===== src/rtl/gpio_port_pkg.sv =====
`timescale 1ns/1ps
package gpio_port_pkg;
    typedef enum logic [2:0] {
        TRIG_FALL = 3'd0,
        TRIG_RISE = 3'd1,
        TRIG_LOW  = 3'd2,
        TRIG_HIGH = 3'd3,
        TRIG_BOTH = 3'd4
    } trig_mode_e;

    typedef enum logic [3:0] {
        SEL_DOUT  = 4'd0,
        SEL_DIN   = 4'd1,
        SEL_DIR   = 4'd2,
        SEL_IEN   = 4'd3,
        SEL_MSET  = 4'd4,
        SEL_MCLR  = 4'd5,
        SEL_STAT  = 4'd6,
        SEL_SCLR  = 4'd7,
        SEL_MODE0 = 4'd8,
        SEL_MODE1 = 4'd9,
        SEL_SRST  = 4'd10
    } reg_sel_e;

    typedef enum logic {
        SR_RUN  = 1'b0,
        SR_HOLD = 1'b1
    } srst_state_e;

    localparam int MODE_W     = 3;
    localparam int FIELD_W    = 4;
    localparam int PINS_PER_R = 8;
endpackage


===== src/rtl/gpio_pin_sync.sv =====
`timescale 1ns/1ps
module gpio_pin_sync #(
    parameter int STAGES = 2
) (
    input  logic clk,
    input  logic rst,
    input  logic d_async,
    output logic q
);
    logic [STAGES-1:0] chain_q;

    always_ff @(posedge clk) begin
        if (rst) chain_q <= '0;
        else     chain_q <= {chain_q[STAGES-2:0], d_async};
    end

    assign q = chain_q[STAGES-1];
endmodule


===== src/rtl/gpio_trig_detect.sv =====
`timescale 1ns/1ps
module gpio_trig_detect
    import gpio_port_pkg::*;
#(
    parameter int SYNC_STAGES = 2
) (
    input  logic              clk,
    input  logic              rst,
    input  logic              pin_async,
    input  logic [MODE_W-1:0] mode,
    output logic              level,
    output logic              hit
);
    logic prev_q;
    logic rise_ev;
    logic fall_ev;

    gpio_pin_sync #(.STAGES(SYNC_STAGES)) sync_i (
        .clk    (clk),
        .rst    (rst),
        .d_async(pin_async),
        .q      (level)
    );

    always_ff @(posedge clk) begin
        if (rst) prev_q <= 1'b0;
        else     prev_q <= level;
    end

    assign rise_ev = level & ~prev_q;
    assign fall_ev = ~level & prev_q;

    always_comb begin
        case (mode)
            TRIG_FALL: hit = fall_ev;
            TRIG_RISE: hit = rise_ev;
            TRIG_LOW:  hit = ~level;
            TRIG_HIGH: hit = level;
            TRIG_BOTH: hit = rise_ev | fall_ev;
            default:   hit = 1'b0;
        endcase
    end

    AST_EDGE_SINGLE: assert property (@(posedge clk) disable iff (rst)
        rise_ev |=> !rise_ev);
endmodule


===== src/rtl/gpio_irq_port.sv =====
`timescale 1ns/1ps
module gpio_irq_port
    import gpio_port_pkg::*;
#(
    parameter int PIN_COUNT   = 16,
    parameter int SYNC_STAGES = 2
) (
    input  logic                 clk,
    input  logic                 rst,
    input  logic [5:0]           bus_addr,
    input  logic                 bus_we,
    input  logic [31:0]          bus_wdata,
    output logic [31:0]          bus_rdata,
    input  logic [PIN_COUNT-1:0] pin_in,
    output logic [PIN_COUNT-1:0] pin_out,
    output logic [PIN_COUNT-1:0] pin_oe,
    output logic                 irq_out
);
    localparam int P = PIN_COUNT;

    srst_state_e state_q, state_d;
    logic        held;

    logic [P-1:0]      dout_q, dir_q, ien_q, mask_q, stat_q;
    logic [MODE_W-1:0] mode_q [P];
    logic [P-1:0]      lvl, hit_raw, wbits;
    logic [3:0]        sel;
    logic              wr_dout, wr_dir, wr_ien, wr_mset, wr_mclr, wr_sclr;
    logic              wr_mode0, wr_mode1, wr_srst;
    logic [31:0]       mode0_rd, mode1_rd;

    assign sel   = bus_addr[5:2];
    assign wbits = bus_wdata[P-1:0];

    assign wr_dout  = bus_we && (sel == SEL_DOUT);
    assign wr_dir   = bus_we && (sel == SEL_DIR);
    assign wr_ien   = bus_we && (sel == SEL_IEN);
    assign wr_mset  = bus_we && (sel == SEL_MSET);
    assign wr_mclr  = bus_we && (sel == SEL_MCLR);
    assign wr_sclr  = bus_we && (sel == SEL_SCLR);
    assign wr_mode0 = bus_we && (sel == SEL_MODE0);
    assign wr_mode1 = bus_we && (sel == SEL_MODE1);
    assign wr_srst  = bus_we && (sel == SEL_SRST);

    // Per-pin synchroniser and trigger detector
    for (genvar g = 0; g < P; g++) begin : g_pin
        gpio_trig_detect #(.SYNC_STAGES(SYNC_STAGES)) det_i (
            .clk      (clk),
            .rst      (rst),
            .pin_async(pin_in[g]),
            .mode     (mode_q[g]),
            .level    (lvl[g]),
            .hit      (hit_raw[g])
        );
    end

    // Soft-reset controller: state register
    always_ff @(posedge clk) begin
        if (rst) state_q <= SR_RUN;
        else     state_q <= state_d;
    end

    // Soft-reset controller: next state and output
    always_comb begin
        state_d = state_q;
        held    = 1'b0;
        unique case (state_q)
            SR_RUN: begin
                if (wr_srst && bus_wdata[0]) state_d = SR_HOLD;
            end
            SR_HOLD: begin
                held = 1'b1;
                if (wr_srst && !bus_wdata[0]) state_d = SR_RUN;
            end
        endcase
    end

    // Port registers
    always_ff @(posedge clk) begin
        if (rst || held) begin
            dout_q <= '0;
            dir_q  <= '0;
            ien_q  <= '0;
            mask_q <= '0;
            stat_q <= '0;
            for (int i = 0; i < P; i++) mode_q[i] <= '0;
        end else begin
            if (wr_dout) dout_q <= wbits;
            if (wr_dir)  dir_q  <= wbits;
            if (wr_ien)  ien_q  <= wbits;
            if (wr_mset)      mask_q <= mask_q | wbits;
            else if (wr_mclr) mask_q <= mask_q & ~wbits;
            stat_q <= (stat_q & ~(wr_sclr ? wbits : '0)) | (hit_raw & ien_q);
            for (int i = 0; i < P; i++) begin
                if ((i < PINS_PER_R && wr_mode0) || (i >= PINS_PER_R && wr_mode1))
                    mode_q[i] <= bus_wdata[FIELD_W*(i % PINS_PER_R) +: MODE_W];
            end
        end
    end

    // Mode register read images
    always_comb begin
        mode0_rd = '0;
        mode1_rd = '0;
        for (int i = 0; i < P; i++) begin
            if (i < PINS_PER_R) mode0_rd[FIELD_W*i +: MODE_W] = mode_q[i];
            else                mode1_rd[FIELD_W*(i-PINS_PER_R) +: MODE_W] = mode_q[i];
        end
    end

    // Read mux
    always_comb begin
        case (sel)
            SEL_DOUT:  bus_rdata = 32'(dout_q);
            SEL_DIN:   bus_rdata = 32'(lvl);
            SEL_DIR:   bus_rdata = 32'(dir_q);
            SEL_IEN:   bus_rdata = 32'(ien_q);
            SEL_MSET,
            SEL_MCLR:  bus_rdata = 32'(mask_q);
            SEL_STAT:  bus_rdata = 32'(stat_q);
            SEL_MODE0: bus_rdata = mode0_rd;
            SEL_MODE1: bus_rdata = mode1_rd;
            SEL_SRST:  bus_rdata = {31'd0, state_q == SR_HOLD};
            default:   bus_rdata = '0;
        endcase
    end

    assign pin_out = dout_q;
    assign pin_oe  = dir_q;
    assign irq_out = |(stat_q & ien_q & ~mask_q);

    AST_CLEAR_TAKES: assert property (@(posedge clk) disable iff (rst)
        (!held && wr_sclr) |=> ((stat_q & $past(wbits & ~(hit_raw & ien_q))) == '0));
    AST_MASK_SETS: assert property (@(posedge clk) disable iff (rst)
        (!held && wr_mset) |=> ((mask_q & $past(wbits)) == $past(wbits)));
    AST_DISABLED_QUIET: assert property (@(posedge clk) disable iff (rst)
        1'b1 |=> ((stat_q & ~$past(stat_q) & ~$past(ien_q)) == '0));
    AST_NO_IRQ_UNENABLED: assert property (@(posedge clk) disable iff (rst)
        (ien_q == '0) |-> !irq_out);
    AST_HOLD_ZEROES: assert property (@(posedge clk) disable iff (rst)
        (state_q == SR_HOLD && $past(state_q) == SR_HOLD) |->
        (dout_q == '0 && dir_q == '0 && ien_q == '0 && mask_q == '0 && stat_q == '0));
endmodule


===== config.mk =====
export PLATFORM = sky130hd
export DESIGN_NAME = gpio_irq_port
export DESIGN_NICKNAME = d
export VERILOG_FILES = /design/src/rtl/gpio_port_pkg.sv /design/src/rtl/gpio_pin_sync.sv /design/src/rtl/gpio_trig_detect.sv /design/src/rtl/gpio_irq_port.sv
export SDC_FILE = /design/constraint.sdc
export NUM_CORES = 1
export LEC_CHECK = 0
export ABC_CLOCK_PERIOD_IN_PS = 2100
export BUFFER_PORTS_ARGS = -buffer_cell sky130_fd_sc_hd__buf_2
export CAP_MARGIN = 20
export CORE_ASPECT_RATIO = 0.7
export CORE_MARGIN = 3
export CORE_UTILIZATION = 30
export DETAILED_ROUTE_END_ITERATION = 8
export HOLD_SLACK_MARGIN = 0.03
export PLACE_DENSITY = 0.56
export SLEW_MARGIN = 30
export SYNTH_ARGS = -nofsm -noshare
export SYNTH_HDL_FRONTEND = slang
export SYNTH_HIERARCHICAL = 1
export SYNTH_SLANG_ARGS = --single-unit
export TNS_END_PERCENT = 10

===== constraint.sdc =====
create_clock -name clk -period 2.1 [get_ports clk]
set_clock_uncertainty 0.15 [all_clocks]
set_input_delay 0.21 -clock clk [delete_from_list [all_inputs] [get_ports clk]]
set_output_delay 0.21 -clock clk [all_outputs]
set_load 0.02 [all_outputs]

==> flow_summary_export.csv, run 1 <==
group,metric,value,unit
run_status,status,"finished with violations",
run_status,failed_checks,"negative setup slack",
critical_path,crit_family,"compound AO/OA/AOI/OAI gates",
yosys,synthTopCellsByCount,"nand2_1 (143), dfxtp_1 (129), a21oi_1 (82)",
critical_path,crit_chain,"a22o_1, a222oi_1, nand3_1, buf_2",
clock_tree,clk_pin_slew_worst_paths,70,ps
timing,slew_viol_final,0,
floorplanning,pin_count,122,
worst_hold_path,hp-class,"input port to flip-flop",
global_route,antenna_found_initial,1,
timing,hold_viol_final,0,
global_route,grt_pass1_wl,44100,um
timing,tightestPinTransition,614,ps
yosys,synth_seq_area_share,48.0,%
timing,min_period,2220,ps
timing,rsz0062_at_grt,"true",
floorplanning,dieArea,30000,um2
clock_tree,cts_made_buffers,17,
clock_tree,root_buffer,"clkbuf_16",
timing,maxSlewHeadroom,59.1,%
timing,hold_slack,98.0,ps
floorplanning,dieHeight,146,um
placed_design,detailed_place_hpwl,20600,um
yosys,synthTopCellsByArea,"dfxtp_1 (31%), edfxtp_1 (17%), nand2_1 (6.4%), a21oi_1 (4.9%), ha_1 (4.8%)",
clock_tree,clk_path_buf_depth,2,
floorplanning,rows,50,
routing,drt_iter0_drc,840,
yosys,avgSynthCellArea,9.59,um2
power_and_ir_drop,p_per_area,708,nW/um2
critical_path,critPathMaxStageDelay,410,ps
routing,ant_nets,0,
routing,drc_errors,0,
timing,worst_slack,-116,ps
yosys,yosysTopAreaCellShare,30.8,%
critical_path,critPathSlowestCell,"a222oi_1",
yosys,async_flop_share,0,%
layout,stdcell_count,1438,
global_route,grtUsageTotal,19.5,%
layout,syn_to_final_growth,29.6,%
clock_tree,cts_tree,"built",
critical_path,worstPathRequired,1740,ps
floorplanning,coreArea,27100,um2
critical_path,worstSetupStartpointType,"flip-flop",
yosys,syn-cell-area,8380,um2
global_route,grt_pass1_vias,7103,
yosys,synth_edf_count,48,
critical_path,critPathBufInv,1,
clock_tree,cts_max_level,4,
critical_path,critPathArrivalTime,1860,ps
critical_path,critical_path_class,"flip-flop to primary output",
job,max_cap_violations,0,
power_and_ir_drop,design_power_total,7.68,mW
critical_path,crit_fanout,3,
placed_design,gp_congestion,0.888,
global_route,grt_max_degree,53,
routing,num_vias,7248,
routing,vias_per_cell,5.04,
yosys,synth_largest_area_cell,"dfxtp_1",
power_and_ir_drop,ir_drop,425,uV
timing,finalSetupViolCount,4,
timing,max_clock_freq,451,MHz
timing,finalCritPeriodShare,106,%
yosys,synth-main-ff-cell,"dfxtp_1",
yosys,synth_most_common_cell,"nand2_1",
layout,layout-drive-gt1-share,22.1,%
placed_design,port_buffers,111,
critical_path,end_kind,"primary output",
routing,wire_per_inst,20.1,um
floorplanning,initial_core_util,30.9,%
clock_tree,cts.sinks,177,
global_route,grt_overflow,0,
layout,num_antenna_cells,0,
power_and_ir_drop,p_leak,4.24,nW
yosys,yosysUniqueCellTypes,45,
routing,drt-total-wl,28900,um
yosys,yosysWarnings,6,
routing,first_pass_iters,6,
layout,layout.nets,1150,
layout,nFillCells,2746,
floorplanning,fp.dieW,206,um
yosys,ys_ff_latch,177,
clock_tree,clk_latency,450,ps
placed_design,dp_cells,1360,
yosys,synthesis.instances,874,
worst paths after layout:
path / from / end / slack, ps / depth (start not counted)
max: flip-flop / bus_rdata[9] / -120 / 4
min: bus_we / stat_q[4] / 100 / 4
max reg2reg: g_pin[9].det_i/sync_i/chain_q[1] / stat_q[9] / 160 / 6
min reg2reg: g_pin[13].det_i/sync_i/chain_q[0] / g_pin[13].det_i/sync_i/chain_q[1] / 280 / 1
kinds of logic (layout without fill, tap and decap cells):
kind of cell | count (synthesis) | count (layout) | share of synthesized area, %
AOI/OAI and AO/OA | 203 | 203 | 15.4
muxes | 36 | 36 | 4.55
DFF | 177 | 177 | 48.0
xor gates and xnor gates | 16 | 16 | 1.67
and+or+nand+nor | 322 | 322 | 20.7
other | 1 | 4 | 0.0448
buffers and inverters | 87 | 284 | 4.81
adders and majority gates | 32 | 32 | 4.78
stage by stage:
stage / worst slack (ps) / utilization (%) / cell area (um2) / TNS (ps)
CTS: -142 / 40.0 / 10800 / -237
global route: -198 / 40.1 / 10900 / -608
finish: -116 / 40.1 / 10900 / -234
detailed placement: 71.8 / 36.1 / 9790 / 0
global placement: 60.3 / 36.1 / 9790 / 0
floorplan: 149 / - / 8390 / 0
what timing repair did:
item                                    4_1_cts  5_1_grt
endpoints found under the setup margin        4        8
setup buffers                                 1        1
hold buffers                                 44        0
pin swaps                                     3        1
endpoints found under the hold margin       101        0
gates resized for setup                       4        6
worst reg2reg max path, delay by kind of cell, from the launching register on:
kind / cells / cell delay [ps]
buffers and inverters: 1 / 90
adder cells (fa/ha/maj): 1 / 280
AND/OR/NAND/NOR: 2 / 600
AO/OA/AOI/OAI: 2 / 290
flip-flops: 1 / 460
sequential cells by signal (all words and copies together) (netlist names), named ones only:
name                        count
mode_q                         48
g_pin.det_i/sync_i/chain_q     32
g_pin.det_i/prev_q             16
ien_q                          16
pin_oe                         16
pin_out                        16
stat_q                         16
power breakdown:
group / total [mW] / switching (mW) / internal, mW / leakage [nW]
registers: 3.71 / 0.0932 / 3.61 / 1.55
clock network: 3.21 / 1.43 / 1.78 / 0.279
logic: 0.764 / 0.434 / 0.331 / 2.41
layout by cell type (no fill, tap or decap), types with 33 or more instances in the layout:
cell             n
edfxtp_1        48
nor2b_1         35
dlygate4sd3_1   44
o21ai_0         37
dfxtp_1        127
and2_1          41
a22oi_1         39
buf_4           51
nand2_1        143
a21oi_1         82
inv_1           33
buf_2          109
area by class of cell:
class / count / area [um2] / area share (%)
multi-input cells: 613 / 4010 / 36.9
clock buffers: 19 / 443 / 4.08
flip-flops and latches: 177 / 4030 / 37.1
clock inverters: 13 / 136 / 1.26
repair buffers: 219 / 1660 / 15.3
inverters: 33 / 124 / 1.14
well taps: 364 / 455 / 4.20
layer usage:
metal | GRT usage (%) | vias up | routed length, um
li1 | - | 3473 | -
met1 | 29.1 | 3453 | 13800
met2 | 27.9 | 301 | 12000
met3 | 5.66 | 19 | 2790
met4 | 3.69 | 2 | 231
met5 | 0 | - | 7
Power figures use the tool's default switching activity.
==> run 2: changes to the inputs <==
- RECOVER_POWER: default -> 100
- SKIP_CTS_REPAIR_TIMING: default -> 1
==> run 2 against run 1 <==
Effect of this change:
- largest power group unchanged
- die area stayed put
- via count about the same
- global-route usage decreased by 0.11 points
- the run still ends with negative setup slack left
- flip-flop and latch count stayed put
- utilization hardly changed
==> flow_summary_export.csv, run 2 (synthesis gave the netlist of run 1 again) <==
group,metric,value,unit
run_status,status,"finished with violations",
run_status,failed_checks,"negative setup slack",
global_route,grt_use_met1,28.8,%
global_route,grt_max_degree,53,
global_route,grt_pass1_vias,6944,
clock_tree,cts_tree,"built",
floorplanning,dieArea,30000,um2
global_route,top_usage_layer,"met1",
clock_tree,root_buffer,"clkbuf_16",
timing,worst_slack,-109,ps
timing,finalCritPeriodShare,105,%
floorplanning,rows,50,
layout,num_antenna_cells,0,
power_and_ir_drop,p_leak,4.22,nW
floorplanning,initial_core_util,30.9,%
global_route,grt_pass1_wl,43600,um
timing,tightestPinTransition,615,ps
critical_path,critPathArrivalTime,1850,ps
timing,min_period,2210,ps
critical_path,end_kind,"primary output",
timing,hold_viol_final,0,
layout,final_common_cell,"nand2_1",
global_route,grtUsageTotal,19.4,%
critical_path,critical_path_class,"flip-flop to primary output",
clock_tree,cts_made_buffers,17,
clock_tree,cts_max_level,4,
critical_path,reg2reg_depth,6,
timing,maxSlewHeadroom,59.0,%
floorplanning,pin_count,122,
placed_design,dp_cells,1360,
critical_path,worstSetupStartpointType,"flip-flop",
routing,vias_per_cell,5.04,
global_route,grt_use_met2,27.6,%
placed_design,port_buffers,111,
floorplanning,coreArea,27100,um2
routing,drc_errors,0,
timing,rsz0062_at_grt,"true",
layout,layout-drive-gt1-share,21.6,%
worst_hold_path,holdPathStages,4,
critical_path,worstPathRequired,1740,ps
clock_tree,cts.sinks,177,
layout,syn_to_final_growth,29.4,%
routing,wire_per_inst,20.1,um
layout,layout.nets,1149,
layout,reg_top3,"mode_q (48), g_pin.det_i/sync_i/chain_q (32)",
routing,drt-total-wl,28900,um
routing,num_vias,7249,
global_route,grt_overflow,0,
timing,slew_viol_final,0,
timing,finalSetupViolCount,4,
floorplanning,fp.dieW,206,um
clock_tree,clk_pin_slew_worst_paths,70,ps
timing,fin_tns_setup,-260,ps
clock_tree,clk_path_buf_depth,2,
floorplanning,dieHeight,146,um
power_and_ir_drop,ir_drop,422,uV
layout,most-common-layout-cells,"nand2_1 (143), dfxtp_1 (129), buf_2 (107)",
placed_design,place_area,9790,um2
critical_path,crit_fanout,3,
layout,largest_reg_flops,48,
layout,final_cell_area,10800,um2
timing,max_clock_freq,453,MHz
power_and_ir_drop,p_per_area,708,nW/um2
layout,stdcell_count,1437,
placed_design,gp_congestion,0.888,
power_and_ir_drop,design_power_total,7.68,mW
routing,first_pass_iters,6,
worst_hold_path,hp-class,"input port to flip-flop",
routing,drt_iter0_drc,792,
job,max_cap_violations,0,
global_route,antenna_found_initial,1,
routing,ant_nets,0,
clock_tree,clk_latency,440,ps
layout,regMostFlops,"mode_q",
global_route,grt_use_met3,5.99,%
placed_design,detailed_place_hpwl,20600,um
run 2: layout make-up:
| cell class | count | area, um2 |
|---|---|---|
| Multi-Input combinational cell | 613 | 4010 |
| Clock buffer | 19 | 443 |
| Sequential cell | 177 | 4020 |
| Fill cell | 2753 | 16200 |
| Tap cell | 364 | 455 |
| Inverter | 33 | 124 |
| Clock inverter | 13 | 136 |
| Timing Repair Buffer | 218 | 1650 |
run 2: critical path: stages (launching register included):
cell	delay (ps)
dfxtp_1	340
a22o_1	230
a222oi_1	410
nand3_1	210
buf_2	220
run 2: metrics by stage:
stage	hold slack (ps)	setup slack, ps	util, %
detailed placement	273	71.8	36.1
floorplan	127	149	-
CTS	-195	-343	38.3
global placement	267	60.3	36.1
finish	104	-109	40.0
global route	116	-200	40.0
run 2: path summary, 6_finish.rpt:
check                                                        from                                end  slack [ps]
worst max-delay path                                    flip-flop                       bus_rdata[9]        -110
worst min-delay path                                       bus_we                          stat_q[5]         100
worst max register to register  g_pin[13].det_i/sync_i/chain_q[1]                         stat_q[13]         130
worst min register to register  g_pin[13].det_i/sync_i/chain_q[0]  g_pin[13].det_i/sync_i/chain_q[1]         280
run 2: power breakdown:
| group | total, mW | switching (mW) | internal [mW] |
|---|---|---|---|
| Combinational | 0.763 | 0.434 | 0.329 |
| Sequential | 3.71 | 0.0931 | 3.61 |
| Clock | 3.21 | 1.42 | 1.78 |
| Total | 7.68 | 1.95 | 5.73 |
run 2: metal layers:
layer	share of wire, %	up-vias
met5	0.024	-
met4	0.84	2
met3	9.7	20
met2	42	310
met1	48	3448
li1	-	3469
==> run 3: changes to the inputs <==
- ABC_AREA: default -> 1
==> run 3 against run 2 <==
Effect of this change:
- the flow now finishes without violations
- wire length is essentially flat
- sequential share of layout area shrank 0.80 points
- global-route usage shrank 1.4 points
- clock power shrank 4%
- register-to-register slack better by 40 ps
- flip-flop and latch count unchanged
- combinational power hardly changed
- power shrank 1.4%
- largest cell class is now multi-input combinational cells
==> flow_summary_export.csv, run 3 <==
group,metric,value,unit
layout,nFillCells,3114,
global_route,grt_max_degree,58,
yosys,syn-cell-area,9010,um2
yosys,async_flop_share,0,%
power_and_ir_drop,ir_drop,332,uV
routing,drc_errors,0,
layout,final_common_cell,"nand2_1",
layout,layout.nets,1555,
clock_tree,clk_pin_slew_worst_paths,70,ps
global_route,grt_pass1_vias,7880,
layout,regMostFlops,"mode_q",
yosys,synth_most_common_cell,"nand2_1",
floorplanning,dieHeight,151,um
layout,layout-drive-gt1-share,12.7,%
layout,largest_reg_flops,48,
placed_design,dp_cells,1781,
critical_path,critPathSlowestCell,"dfxtp_1",
critical_path,critical_path_class,"flip-flop to primary output",
routing,first_pass_iters,5,
layout,most-common-layout-cells,"nand2_1 (442), nor2_1 (167), nand3_1 (130)",
routing,drt-total-wl,28900,um
floorplanning,dieArea,32200,um2
yosys,synth_seq_area_share,44.7,%
clock_tree,cts.sinks,177,
clock_tree,root_buffer,"clkbuf_16",
yosys,yosysUniqueCellTypes,21,
critical_path,worstPathRequired,1740,ps
placed_design,gp_congestion,0.844,
clock_tree,cts_max_level,4,
floorplanning,pin_count,122,
placed_design,detailed_place_hpwl,21100,um
placed_design,place_area,10200,um2
critical_path,reg2reg_slack,170,ps
worst_hold_path,holdPathStages,4,
routing,vias_per_cell,4.71,
floorplanning,rows,52,
yosys,avgSynthCellArea,6.90,um2
clock_tree,cts_made_buffers,17,
critical_path,worstSetupStartpointType,"flip-flop",
clock_tree,clk_latency,450,ps
clock_tree,clk_path_buf_depth,2,
timing,max_clock_freq,503,MHz
timing,tightestPinTransition,1160,ps
placed_design,port_buffers,111,
routing,wire_per_inst,15.5,um
yosys,synth-main-ff-cell,"dfxtp_1",
layout,final_cell_area,11100,um2
layout,syn_to_final_growth,23.0,%
job,max_cap_violations,0,
timing,rsz0062_at_grt,"true",
floorplanning,fp.dieW,213,um
global_route,grt_pass1_wl,44000,um
critical_path,end_kind,"primary output",
yosys,synth_edf_count,48,
critical_path,crit_family,"simple AND/OR/NAND/NOR gates",
timing,finalCritPeriodShare,94.6,%
worst_hold_path,hp-class,"input port to flip-flop",
power_and_ir_drop,p_leak,5.01,nW
timing,maxSlewHeadroom,23.0,%
global_route,grtUsageTotal,17.9,%
yosys,yosysWarnings,6,
critical_path,reg2reg_depth,4,
critical_path,crit_chain,"nand2_1, nor2_1, nor2_1, nand3_2, nor2_2, nand2_1, buf_2",
timing,fin_tns_setup,0,ps
routing,drt_iter0_drc,703,
yosys,yosysTopAreaCellShare,28.7,%
clock_tree,cts_tree,"built",
yosys,ys_ff_latch,177,
critical_path,critPathMaxStageDelay,340,ps
floorplanning,initial_core_util,30.8,%
worst_hold_path,hold_path_startpoint,"bus_addr[5]",
critical_path,crit_fanout,4,
critical_path,critPathBufInv,1,
power_and_ir_drop,p_per_area,683,nW/um2
routing,ant_nets,0,
yosys,synth_largest_area_cell,"dfxtp_1",
timing,min_period,1990,ps
timing,hold_viol_final,0,
routing,num_vias,8747,
yosys,synthTopCellsByArea,"dfxtp_1 (29%), nand2_1 (18%), edfxtp_1 (16%), nand3_1 (7.3%), nor2_1 (7.1%)",
yosys,synthTopCellsByCount,"nand2_1 (442), nor2_1 (170), nand3_1 (131)",
layout,stdcell_count,1857,
layout,num_antenna_cells,0,
global_route,antenna_found_initial,0,
layout,reg_top3,"mode_q (48), g_pin.det_i/sync_i/chain_q (32)",
timing,finalSetupViolCount,0,
global_route,grt_overflow,0,
yosys,synthesis.instances,1305,
critical_path,r2r_end,"mode_q[0][23]",
critical_path,critPathArrivalTime,1630,ps
run_status,status,"complete, no violations",
timing,slew_viol_final,0,
floorplanning,coreArea,29200,um2
==> run 3: logic make-up (layout without fill, tap and decap cells) <==
kind of cell / Yosys count / in the layout / synth area share (%)
AOI/OAI and AO/OA: 87 / 87 / 5.33
adders and majority gates: 32 / 32 / 4.45
buffers and inverters: 232 / 403 / 10.4
DFF: 177 / 177 / 44.7
other: 1 / 4 / 0.0416
and+or+nand+nor: 776 / 776 / 35.1
==> run 3: how the worst max path moves through the flow <==
stage           startpoint             to  slack (ps)  cells past startpoint
2_1_floorplan  bus_addr[4]   mode_q[0][0]         150                      6
3_3_place_gp     flip-flop  mode_q[0][23]         -70                      4
3_5_place_dp     flip-flop  mode_q[0][23]        -150                      4
4_1_cts          flip-flop  mode_q[0][23]        -170                      4
5_1_grt          stat_q[3]        irq_out           5                      7
6_report          ien_q[3]        irq_out         110                      7
==> run 3: worst register-to-register path, stage by stage, from the launching register on <==
cell	delay [ps]
dfxtp_1	380
nor2_2	510
inv_2	330
buf_12	250
nor3_1	170
==> run 3: area by class of cell <==
class                           instances  area [um2]  share of cell area [%]
Tap cell                              378         473                    4.27
Inverter                              180         676                    6.10
Timing Repair Buffer                  191        1290                    11.6
Sequential cell                       177        4020                    36.3
Clock inverter                         15         124                    1.12
Multi-Input combinational cell        899        4070                    36.8
Clock buffer                           17         425                    3.84
==> run 3: through the flow <==
stage | hold slack [ps] | total power [mW] | utilization [%] | worst slack [ps]
CTS | -205 | 7.61 | 36.9 | -170
global placement | 241 | 4.50 | 35.0 | -65.3
global route | 45.0 | 7.89 | 37.9 | 5.13
detailed placement | 244 | 4.51 | 35.0 | -149
floorplan | 129 | 4.16 | - | 149
finish | 25.7 | 7.57 | 37.9 | 113
==> run 3: metal layers <==
layer	routed length [um]	global-route usage (%)	up-vias	part of all wire (%)
met1	13900	25.5	4092	48
met2	12600	27.2	235	44
met5	0	0	-	0
met4	370	4.49	0	1.3
met3	1900	4.62	26	6.6
li1	-	-	4394	-
==> run 3: report_power, final <==
group | leakage [nW] | total, mW | internal [mW] | switching, mW
Combinational | 3.18 | 0.766 | 0.266 | 0.499
Sequential | 1.55 | 3.71 | 3.61 | 0.101
Clock | 0.281 | 3.09 | 1.56 | 1.54
